$ cat src/rtl/mpad_pkg.sv
package mpad_pkg;
  localparam int WORD_W      = 32;
  localparam int BYTE_W      = 8;
  localparam int LANES       = WORD_W / BYTE_W;
  localparam int POS_W       = $clog2(LANES);
  localparam int CHUNK_WORDS = 16;
  localparam int IDX_W       = $clog2(CHUNK_WORDS);
  localparam int LEN_W       = 2 * WORD_W;
  localparam int LEN_WORDS   = LEN_W / WORD_W;
  localparam int SHIFT_W     = $clog2(BYTE_W);
  localparam int CNT_W       = LEN_W - SHIFT_W;

  localparam logic [IDX_W-1:0] LAST_IDX = IDX_W'(CHUNK_WORDS - 1);
  localparam logic [IDX_W-1:0] LEN_IDX  = IDX_W'(CHUNK_WORDS - LEN_WORDS);
  localparam logic [IDX_W-1:0] FILL_IDX = IDX_W'(CHUNK_WORDS - LEN_WORDS - 1);
  localparam logic [POS_W-1:0] LAST_POS = POS_W'(LANES - 1);
  localparam logic [BYTE_W-1:0] MARKER  = 8'h80;

  typedef enum logic [2:0] {
    ST_IDLE,
    ST_DATA,
    ST_MARK,
    ST_ZERO,
    ST_LEN0,
    ST_LEN1,
    ST_HOLD,
    ST_WAIT
  } pad_state_e;
endpackage

$ cat src/rtl/mpad_packer.sv
module mpad_packer
  import mpad_pkg::*;
(
  input  logic              clk,
  input  logic              rst_n,
  input  logic              clr,
  input  logic              take,
  input  logic              flush,
  input  logic              mark,
  input  logic              msb_first,
  input  logic [BYTE_W-1:0] byte_in,
  output logic [WORD_W-1:0] word_out,
  output logic [POS_W-1:0]  pos_out
);
  logic [WORD_W-1:0] asm_q, asm_d;
  logic [POS_W-1:0]  pos_q, pos_d;
  logic [POS_W-1:0]  lane;
  logic [BYTE_W-1:0] ins;
  logic              asm_en;

  // lane of the current byte position, per byte order of the algorithm
  always_comb begin
    lane = msb_first ? (LAST_POS - pos_q) : pos_q;
    ins  = mark ? MARKER : byte_in;
    word_out = asm_q;
    word_out[lane*BYTE_W +: BYTE_W] = ins;
  end

  always_comb begin
    asm_d  = asm_q;
    pos_d  = pos_q;
    asm_en = 1'b0;
    if (clr || flush) begin
      asm_d  = '0;
      pos_d  = '0;
      asm_en = 1'b1;
    end else if (take) begin
      asm_d  = word_out;
      pos_d  = pos_q + 1'b1;
      asm_en = 1'b1;
    end
  end

  always_ff @(posedge clk or negedge rst_n) begin
    if (!rst_n) begin
      asm_q <= '0;
      pos_q <= '0;
    end else if (asm_en) begin
      asm_q <= asm_d;
      pos_q <= pos_d;
    end
  end

  assign pos_out = pos_q;


  full_word_flushed_chk: assert property (@(posedge clk) disable iff (!rst_n)
    (take && !clr && pos_q == LAST_POS) |-> flush);
endmodule

$ cat src/rtl/mpad_bitcount.sv
module mpad_bitcount
  import mpad_pkg::*;
(
  input  logic             clk,
  input  logic             rst_n,
  input  logic             load,
  input  logic [LEN_W-1:0] offset,
  input  logic             inc,
  output logic [LEN_W-1:0] total
);
  logic [LEN_W-1:0] off_q;
  logic [CNT_W-1:0] cnt_q, cnt_d;
  logic             cnt_en;

  always_comb begin
    cnt_d  = cnt_q;
    cnt_en = 1'b0;
    if (load) begin
      cnt_d  = '0;
      cnt_en = 1'b1;
    end else if (inc) begin
      cnt_d  = cnt_q + 1'b1;
      cnt_en = 1'b1;
    end
  end

  always_ff @(posedge clk or negedge rst_n) begin
    if (!rst_n) begin
      cnt_q <= '0;
    end else if (cnt_en) begin
      cnt_q <= cnt_d;
    end
  end

  always_ff @(posedge clk or negedge rst_n) begin
    if (!rst_n) begin
      off_q <= '0;
    end else if (load) begin
      off_q <= offset;
    end
  end

  assign total = off_q + {cnt_q, {SHIFT_W{1'b0}}};


  len_step_chk: assert property (@(posedge clk) disable iff (!rst_n)
    (inc && !load) |=> total == $past(total) + LEN_W'(BYTE_W));


  len_load_chk: assert property (@(posedge clk) disable iff (!rst_n)
    load |=> total == $past(offset));
endmodule

$ cat src/rtl/mpad_ctrl.sv
module mpad_ctrl
  import mpad_pkg::*;
(
  input  logic              clk,
  input  logic              rst_n,
  input  logic              start,
  input  logic              alg_sel,
  input  logic              in_valid,
  input  logic              in_last,
  input  logic              in_empty,
  input  logic              hash_busy,
  input  logic [POS_W-1:0]  pos,
  input  logic [WORD_W-1:0] packed_word,
  input  logic [LEN_W-1:0]  total_bits,
  output logic              msb_first,
  output logic              in_ready,
  output logic              take,
  output logic              flush,
  output logic              mark,
  output logic              clr,
  output logic              out_valid,
  output logic [WORD_W-1:0] out_word,
  output logic              chunk_end,
  output logic              done
);
  pad_state_e        st_q, st_d, after, resume_q, resume_d;
  logic [IDX_W-1:0]  idx_q, idx_d;
  logic              fit_q, fit_d;
  logic              alg_q;
  logic              emit, last_slot;
  logic [WORD_W-1:0] emit_word;
  logic [WORD_W-1:0] len_hi, len_lo;
  logic              ov_q, ce_q, done_q;
  logic [WORD_W-1:0] word_q;

  assign len_hi = total_bits[LEN_W-1 -: WORD_W];
  assign len_lo = total_bits[WORD_W-1:0];

  assign msb_first = alg_q;
  assign in_ready  = (st_q == ST_DATA);
  assign take      = (st_q == ST_DATA) && in_valid && !in_empty;
  assign mark      = (st_q == ST_MARK);
  assign flush     = (take && pos == LAST_POS) || mark;
  assign clr       = start;

  // next-state logic
  always_comb begin
    emit      = 1'b0;
    emit_word = '0;
    after     = st_q;
    fit_d     = fit_q;
    case (st_q)
      ST_DATA: begin
        if (in_valid) begin
          if (take && pos == LAST_POS) begin
            emit      = 1'b1;
            emit_word = packed_word;
          end
          if (in_last) after = ST_MARK;
        end
      end
      ST_MARK: begin
        emit      = 1'b1;
        emit_word = packed_word;
        fit_d     = (idx_q <= FILL_IDX);
        after     = (idx_q == FILL_IDX) ? ST_LEN0 : ST_ZERO;
      end
      ST_ZERO: begin
        emit  = 1'b1;
        after = (fit_q && idx_q == FILL_IDX) ? ST_LEN0 : ST_ZERO;
      end
      ST_LEN0: begin
        emit      = 1'b1;
        emit_word = alg_q ? len_hi : len_lo;
        after     = ST_LEN1;
      end
      ST_LEN1: begin
        emit      = 1'b1;
        emit_word = alg_q ? len_lo : len_hi;
        after     = ST_IDLE;
      end
      ST_HOLD: after = ST_WAIT;
      ST_WAIT: if (!hash_busy) after = resume_q;
      default: after = st_q;
    endcase

    last_slot = emit && (idx_q == LAST_IDX);
    st_d      = after;
    resume_d  = resume_q;
    if (last_slot) begin
      fit_d = 1'b1;
      if (after != ST_IDLE) begin
        st_d     = ST_HOLD;
        resume_d = after;
      end
    end
    idx_d = emit ? idx_q + 1'b1 : idx_q;

    if (start) begin
      st_d     = ST_DATA;
      resume_d = ST_DATA;
      idx_d    = '0;
      fit_d    = 1'b0;
    end
  end

  // state registers
  always_ff @(posedge clk or negedge rst_n) begin
    if (!rst_n) begin
      st_q     <= ST_IDLE;
      resume_q <= ST_IDLE;
      idx_q    <= '0;
      fit_q    <= 1'b0;
    end else begin
      st_q     <= st_d;
      resume_q <= resume_d;
      idx_q    <= idx_d;
      fit_q    <= fit_d;
    end
  end

  always_ff @(posedge clk or negedge rst_n) begin
    if (!rst_n) begin
      alg_q <= 1'b0;
    end else if (start) begin
      alg_q <= alg_sel;
    end
  end

  // output registers
  always_ff @(posedge clk or negedge rst_n) begin
    if (!rst_n) begin
      ov_q   <= 1'b0;
      ce_q   <= 1'b0;
      done_q <= 1'b0;
    end else begin
      ov_q   <= emit && !start;
      ce_q   <= last_slot && !start;
      done_q <= emit && (st_q == ST_LEN1) && !start;
    end
  end

  always_ff @(posedge clk or negedge rst_n) begin
    if (!rst_n) begin
      word_q <= '0;
    end else if (emit) begin
      word_q <= emit_word;
    end
  end

  assign out_valid = ov_q;
  assign out_word  = word_q;
  assign chunk_end = ce_q;
  assign done      = done_q;

  // checker: words seen at the output since the last chunk boundary
  logic [IDX_W-1:0] vcnt_q;
  always_ff @(posedge clk or negedge rst_n) begin
    if (!rst_n) begin
      vcnt_q <= '0;
    end else if (start) begin
      vcnt_q <= '0;
    end else if (ov_q) begin
      vcnt_q <= ce_q ? '0 : vcnt_q + 1'b1;
    end
  end


  chunk_len_chk: assert property (@(posedge clk) disable iff (!rst_n)
    ce_q |-> (ov_q && vcnt_q == LAST_IDX));


  done_on_boundary_chk: assert property (@(posedge clk) disable iff (!rst_n)
    done_q |-> ce_q);


  pause_after_chunk_chk: assert property (@(posedge clk) disable iff (!rst_n)
    (ce_q && !done_q && !start) |=> (!in_ready && !ov_q));


  busy_blocks_chk: assert property (@(posedge clk) disable iff (!rst_n)
    (st_q == ST_WAIT && hash_busy && !start) |=> (!in_ready && !ov_q));


  length_slot_chk: assert property (@(posedge clk) disable iff (!rst_n)
    (st_q == ST_LEN0) |-> (idx_q == LEN_IDX));
endmodule

$ cat src/rtl/msg_padder.sv
module msg_padder
  import mpad_pkg::*;
(
  input  logic              clk,
  input  logic              rst_n,
  input  logic              start,
  input  logic              alg_sha,
  input  logic [LEN_W-1:0]  bit_offset,
  input  logic              in_valid,
  input  logic [BYTE_W-1:0] in_data,
  input  logic              in_last,
  input  logic              in_empty,
  output logic              in_ready,
  input  logic              hash_busy,
  output logic              out_valid,
  output logic [WORD_W-1:0] out_word,
  output logic              chunk_end,
  output logic              done
);
  logic              msb_first, take, flush, mark, clr;
  logic [WORD_W-1:0] packed_word;
  logic [POS_W-1:0]  pos;
  logic [LEN_W-1:0]  total_bits;

  mpad_packer u_packer (
    .clk       (clk),
    .rst_n     (rst_n),
    .clr       (clr),
    .take      (take),
    .flush     (flush),
    .mark      (mark),
    .msb_first (msb_first),
    .byte_in   (in_data),
    .word_out  (packed_word),
    .pos_out   (pos)
  );

  mpad_bitcount u_count (
    .clk    (clk),
    .rst_n  (rst_n),
    .load   (clr),
    .offset (bit_offset),
    .inc    (take),
    .total  (total_bits)
  );

  mpad_ctrl u_ctrl (
    .clk         (clk),
    .rst_n       (rst_n),
    .start       (start),
    .alg_sel     (alg_sha),
    .in_valid    (in_valid),
    .in_last     (in_last),
    .in_empty    (in_empty),
    .hash_busy   (hash_busy),
    .pos         (pos),
    .packed_word (packed_word),
    .total_bits  (total_bits),
    .msb_first   (msb_first),
    .in_ready    (in_ready),
    .take        (take),
    .flush       (flush),
    .mark        (mark),
    .clr         (clr),
    .out_valid   (out_valid),
    .out_word    (out_word),
    .chunk_end   (chunk_end),
    .done        (done)
  );
endmodule

$ cat config.mk
export PLATFORM = sky130hd
export DESIGN_NAME = msg_padder
export DESIGN_NICKNAME = d
export VERILOG_FILES = /design/src/rtl/mpad_pkg.sv /design/src/rtl/mpad_packer.sv /design/src/rtl/mpad_bitcount.sv /design/src/rtl/mpad_ctrl.sv /design/src/rtl/msg_padder.sv
export SDC_FILE = /design/constraint.sdc
export NUM_CORES = 1
export LEC_CHECK = 0
export BUFFER_PORTS_ARGS = -buffer_cell sky130_fd_sc_hd__buf_2
export CAP_MARGIN = 5
export CORE_ASPECT_RATIO = 0.8
export CORE_MARGIN = 2
export CORE_UTILIZATION = 66
export DETAILED_ROUTE_END_ITERATION = 8
export GPL_TIMING_DRIVEN = 0
export PLACE_DENSITY = 0.87
export SYNTH_ARGS = -nofsm -noshare
export SYNTH_HDL_FRONTEND = slang
export SYNTH_SLANG_ARGS = --single-unit
$ cat constraint.sdc
create_clock -name clk -period 7.8 [get_ports clk]
set_clock_uncertainty 0.1 [all_clocks]
set_input_delay 1.56 -clock clk [delete_from_list [all_inputs] [get_ports clk]]
set_output_delay 1.56 -clock clk [all_outputs]
set_load 0.03 [all_outputs]
After elaboration in Yosys (flattened, before gate mapping)
Index checks and enable logic that the tools add are counted.

operators by class
  $add $sub $neg = 6
  magnitude comparators = 1
  equality and inequality tests = 10
  shift operators = 2
  muxes and demuxes = 37
  reduce and logical (&&, ||, !) cells = 24

operators by type and width
  cell                                                   number
  2-to-1 mux 32 bit                                      6
  case mux 32 bit (4 select lines)                       1
  2-to-1 mux 61 bit                                      2
  adder 64 bit                                           1
  adder 61 x 1 -> 61 bit, second input constant          1
  negation 5 -> 34 bit                                   1
  variable shift 8 x 34 -> 32 bit, first input constant  1
  variable part select 8 x 34 -> 32 bit                  1
  2-to-1 mux 3 bit                                       11
  bitwise mux 32 bit                                     1
  case mux 3 bit (7 select lines)                        1
  == test 3 bit, second input constant                   4
  nonzero test 2 bit                                     5
  logical AND 1 bit                                      9
  == test 4 bit, second input constant                   2
  2-to-1 mux 1 bit                                       8
  2-to-1 mux 4 bit                                       2
  2-to-1 mux 8 bit                                       1
  == test 3 x 2 -> 1 bit, second input constant          2
  2-to-1 mux 2 bit                                       3
  AND reduction 2 bit                                    3
  nonzero test 3 bit                                     2
  adder 4 x 1 -> 4 bit, second input constant            1
  less-or-equal comparator 4 bit, second input constant  1
  8 further kinds                                        10

storage, ports and cells
  bits in registers = 206
  bits of input ports = 80
  output and inout port bits = 36

Depth between registers and ports, before layout
  depth after elaboration = 10
  depth in mapped cells = 12

By module
Synthesis repeated with hierarchy kept, for this count alone.

second synthesis, totals
  cell total of the unflattened synthesis = 1515
  area total of the unflattened synthesis = 13780.7 µm²

modules (own cells, without submodules)
  module         times used  cells an instance  area each (µm²)
  mpad_bitcount  1           954                8788.4
  mpad_packer    1           290                2502.4
  mpad_ctrl      1           271                2489.9

Worst setup path after synthesis
No wires, ideal clock.

  kind = input -> register
  start point = input port in_valid
  end point = register u_count.cnt_q[54]
  setup time = 0.078 ns
  arrival = 3.755 ns
  required time = 7.622 ns
  path slack = 3.867 ns
  stages = 9
  cells stage by stage = nor2b_1 nand4_4 nor3_2 nand3_1 or4_4 or3_4 buf_6 or3_1 a21oi_1

on the way
  word-level cells in the longest chain between the ends = 5

ends and longest elaborated chain
  what                               RTL line             RTL
  start: declaration                 msg_padder.sv:9      input logic in_valid,
  logical AND 1 bit * (2 in series)  mpad_ctrl.sv:41      assign take = (st_q == ST_DATA) && in_valid && !in_empty;
  2-to-1 mux 1 bit                   mpad_bitcount.sv:21  end else if (inc) begin
  2-to-1 mux 1 bit                   mpad_bitcount.sv:18  if (load) begin
  AND reduction 2 bit (no line) *    -
  end signal: assignment             mpad_bitcount.sv:31  cnt_q <= cnt_d;
  end: declaration                   mpad_bitcount.sv:12  logic [CNT_W-1:0] cnt_q, cnt_d;

Mark *: on every way between the ends. The rest lies on a longest branch, timed or not.
A chain may end at the register's enable or synchronous reset.

Worst setup path after layout
  start point = input port in_valid
  end point = register u_count.cnt_q[42]

The elaborated chain is that of the path after synthesis.

==> impl_metrics.py <==
metrics = {
    "status": {
        "status": "finished clean",
    },
    "die": {
        "core_area_mm2": 0.0199,
        "start_util": 0.673,
        "die_w_um": 163,
        "die_y_um": 131,
        "pin_count": 116,
        "dieArea_mm2": 0.0214,
        "row_count": 46,
    },
    "timing": {
        "hold_viol_final": 0,
        "worst_slew_pin_slew_ps": 1120,
        "period_minus_slack_ps": 4750,
        "drv_slew": 0,
        "finalCritPeriodShare": 0.609,
        "setup_tns_ps": 0,
        "setup_ws_ps": 3050,
        "fmaxAchievable_mhz": 211,
        "rsz0062_at_grt": "false",
        "relSlewSlack": 0.250,
        "setup_viol": 0,
    },
    "clock_network": {
        "clk-insertion-delay-late_ps": 530,
        "cts_buffer_depth": 3,
        "numCtsBuffers": 23,
        "clkTransAtPathRegs_ps": 60,
        "cts_htree_levels": 1,
        "cts.repair.resized": 0,
        "cts_root_buf": "clkbuf_16",
        "ctsHoldBuffers": 0,
        "cts_sinks": 206,
        "cts_setup_buffers": 0,
        "cts_tree": "done",
    },
    "place": {
        "hpwl_um": 30900,
        "dp_slack_ps": 2740,
        "place_area_mm2": 0.0143,
        "dp_cells": 1889,
        "place_congestion": 0.969,
        "io_buffer_count": 114,
    },
    "worst_setup_path": {
        "arrival_ps": 5080,
        "worst_path_largest_cell_delay_ps": 810,
        "startpoint_type": "input pin",
        "cpMaxStageDelayCell": "nor3_1",
        "worst_setup_path_end_kind": "flop",
        "cp_top_family": "simple AND/OR/NAND/NOR gates",
        "crit_type": "in2reg",
        "cp_max_fo": 10,
        "worstPathRequired_ps": 8130,
        "worst-path-buf-inv": 1,
        "crit_chain": "buf_2 -> nor2b_1 -> nand4_4 -> nor3_1 -> nand3_1 -> nor3_1 -> nand2_1 -> or3_1 -> a21oi_1",
        "crit_path_frequent_cell": "nor3_1",
    },
    "final_layout": {
        "synthToLayoutAreaGrowth_pct": 12.6,
        "layout.nets": 1796,
        "final_cells": 1930,
        "final_cell_mix": "dfrtp_1, nand2_1, o21ai_0, nor2_1, a21oi_1",
        "num_antenna_cells": 0,
        "num-fill-cells": 1493,
        "final_common_cell": "dfrtp_1",
        "drive_above_1_share": 0.146,
        "final_area_mm2": 0.0150,
    },
    "drt": {
        "routedWlPerCell_um": 21.2,
        "drtPass1Iterations": 8,
        "via_per_inst": 6.60,
        "num_vias": 12700,
        "drt-total-wl_um": 41000,
        "drt.antenna.violating_nets": 0,
        "drc_errors": 0,
        "drtIter0Drc": 1744,
    },
    "yosys": {
        "avgSynthCellArea_um2": 8.85,
        "synthCells": 1510,
        "synthesis.nets": 1656,
        "ys_seq_area_frac": 0.386,
        "synth.distinct_cells": 69,
        "synth_area_mm2": 0.0134,
        "synth-edff-count": 0,
        "async_reset_ff_frac": 1.00,
        "synth-seq-cells": 206,
        "synthFlopType": "dfrtp_1",
        "ys.warnings.count": 0,
    },
    "power": {
        "ir_drop_mv": 0.216,
        "powerDensity_mw_per_mm2": 180,
        "p_leak_nw": 6.85,
    },
    "global_route": {
        "grt_pass1_vias": 12000,
        "grt_pass1_wl_um": 64300,
        "gr-usage-all-layers": 0.378,
        "grt-ovfl-total": 0,
        "antenna_found_initial": 0,
        "grt_max_degree": 105,
    },
    "run": {
        "max_cap_violations": 0,
    },
    "min_path": {
        "hold_path_class": "reg2reg",
    },
}
## where the power goes
part / internal [mW] / switching, mW / total [mW]
Clock: 0.632 / 0.453 / 1.09
Sequential: 1.12 / 0.0411 / 1.16
Combinational: 0.155 / 0.308 / 0.463
Total: 1.91 / 0.802 / 2.71
## flip-flops by register name, indices dropped and copies added, names as in the netlist
register,count
u_ctrl.idx_q,4
u_count.cnt_q,61
u_ctrl.fit_q,1
u_ctrl.out_valid,1
u_count.off_q,64
u_ctrl.msb_first,1
u_packer.pos_out,2
u_ctrl.st_q,3
u_ctrl.done,1
u_ctrl.out_word,32
u_ctrl.chunk_end,1
u_packer.asm_q,32
u_ctrl.resume_q,3
## path summary, 6_finish.rpt
check,startpoint,endpoint,slack [ps],depth (start not counted)
setup / recovery,in_valid,u_count.cnt_q[42],3050,9
hold / removal,u_packer.asm_q[9],u_packer.asm_q[9],380,2
setup reg to reg,u_count.cnt_q[8],u_ctrl.out_word[30],3580,12
hold reg to reg,u_packer.asm_q[9],u_packer.asm_q[9],380,2
max in group asynchronous,rst_n,u_count.cnt_q[45],5630,2
min in group asynchronous,rst_n,u_count.cnt_q[4],990,1
## metal layers
layer,up-vias,global-route usage,routed length (um)
met3,114,0.0900,4810
met1,6075,0.556,17300
met5,-,0,0
met2,769,0.548,17200
li1,5783,-,-
met4,0,0.129,1730
## cell usage after synthesis, types with 16 or more instances
cell type  count  area share
a21o_1        34       0.019
a21oi_1      114       0.043
a222oi_1      16       0.012
and3_1        24       0.011
clkbuf_1      64       0.018
dfrtp_1      206        0.39
ha_1          65       0.061
inv_1         24      0.0067
mux2_2        74       0.062
nand2_1      191       0.054
nand3_1       39       0.015
nand4_1       32       0.015
nor2_1       140       0.039
nor3_1        21      0.0079
o21ai_0      143       0.054
or3_1         19      0.0089
xnor2_1       35       0.023
xor2_1        63       0.041
## metrics by stage
step                hold WS, ps  utilization  power, mW
detailed placement          371        0.720       1.62
CTS                         385        0.757       2.69
finish                      383        0.757       2.71
floorplan                   346            -       1.45
global route                413        0.757       2.79
global placement            358        0.718       1.61
## worst min-delay path: cells and delay by family (launching register included)
kind / cells / cell delay (ps)
flip-flops: 1 / 340
AO/OA/AOI/OAI: 1 / 60
AND/OR/NAND/NOR: 1 / 40
## kinds of logic after synthesis
group,after synthesis,synth area share
xor+xnor,98,0.0643
fa+ha+maj,66,0.0624
simple gates,517,0.181
compound gates,444,0.207
mux,86,0.0714
flops,206,0.386
buf+inv,93,0.0275
## layout make-up
type,instances,area (um2),share of cell area
multi-input cells,1211,7840,0.521
flip-flops and latches,206,5150,0.343
clock buffers,34,677,0.0450
repair buffers,115,608,0.0404
well taps,264,330,0.0220
plain buffers,68,274,0.0182
inverters,25,93.8,0.00624
clock inverters,7,66.3,0.00441
Power figures use the tool's default switching activity.
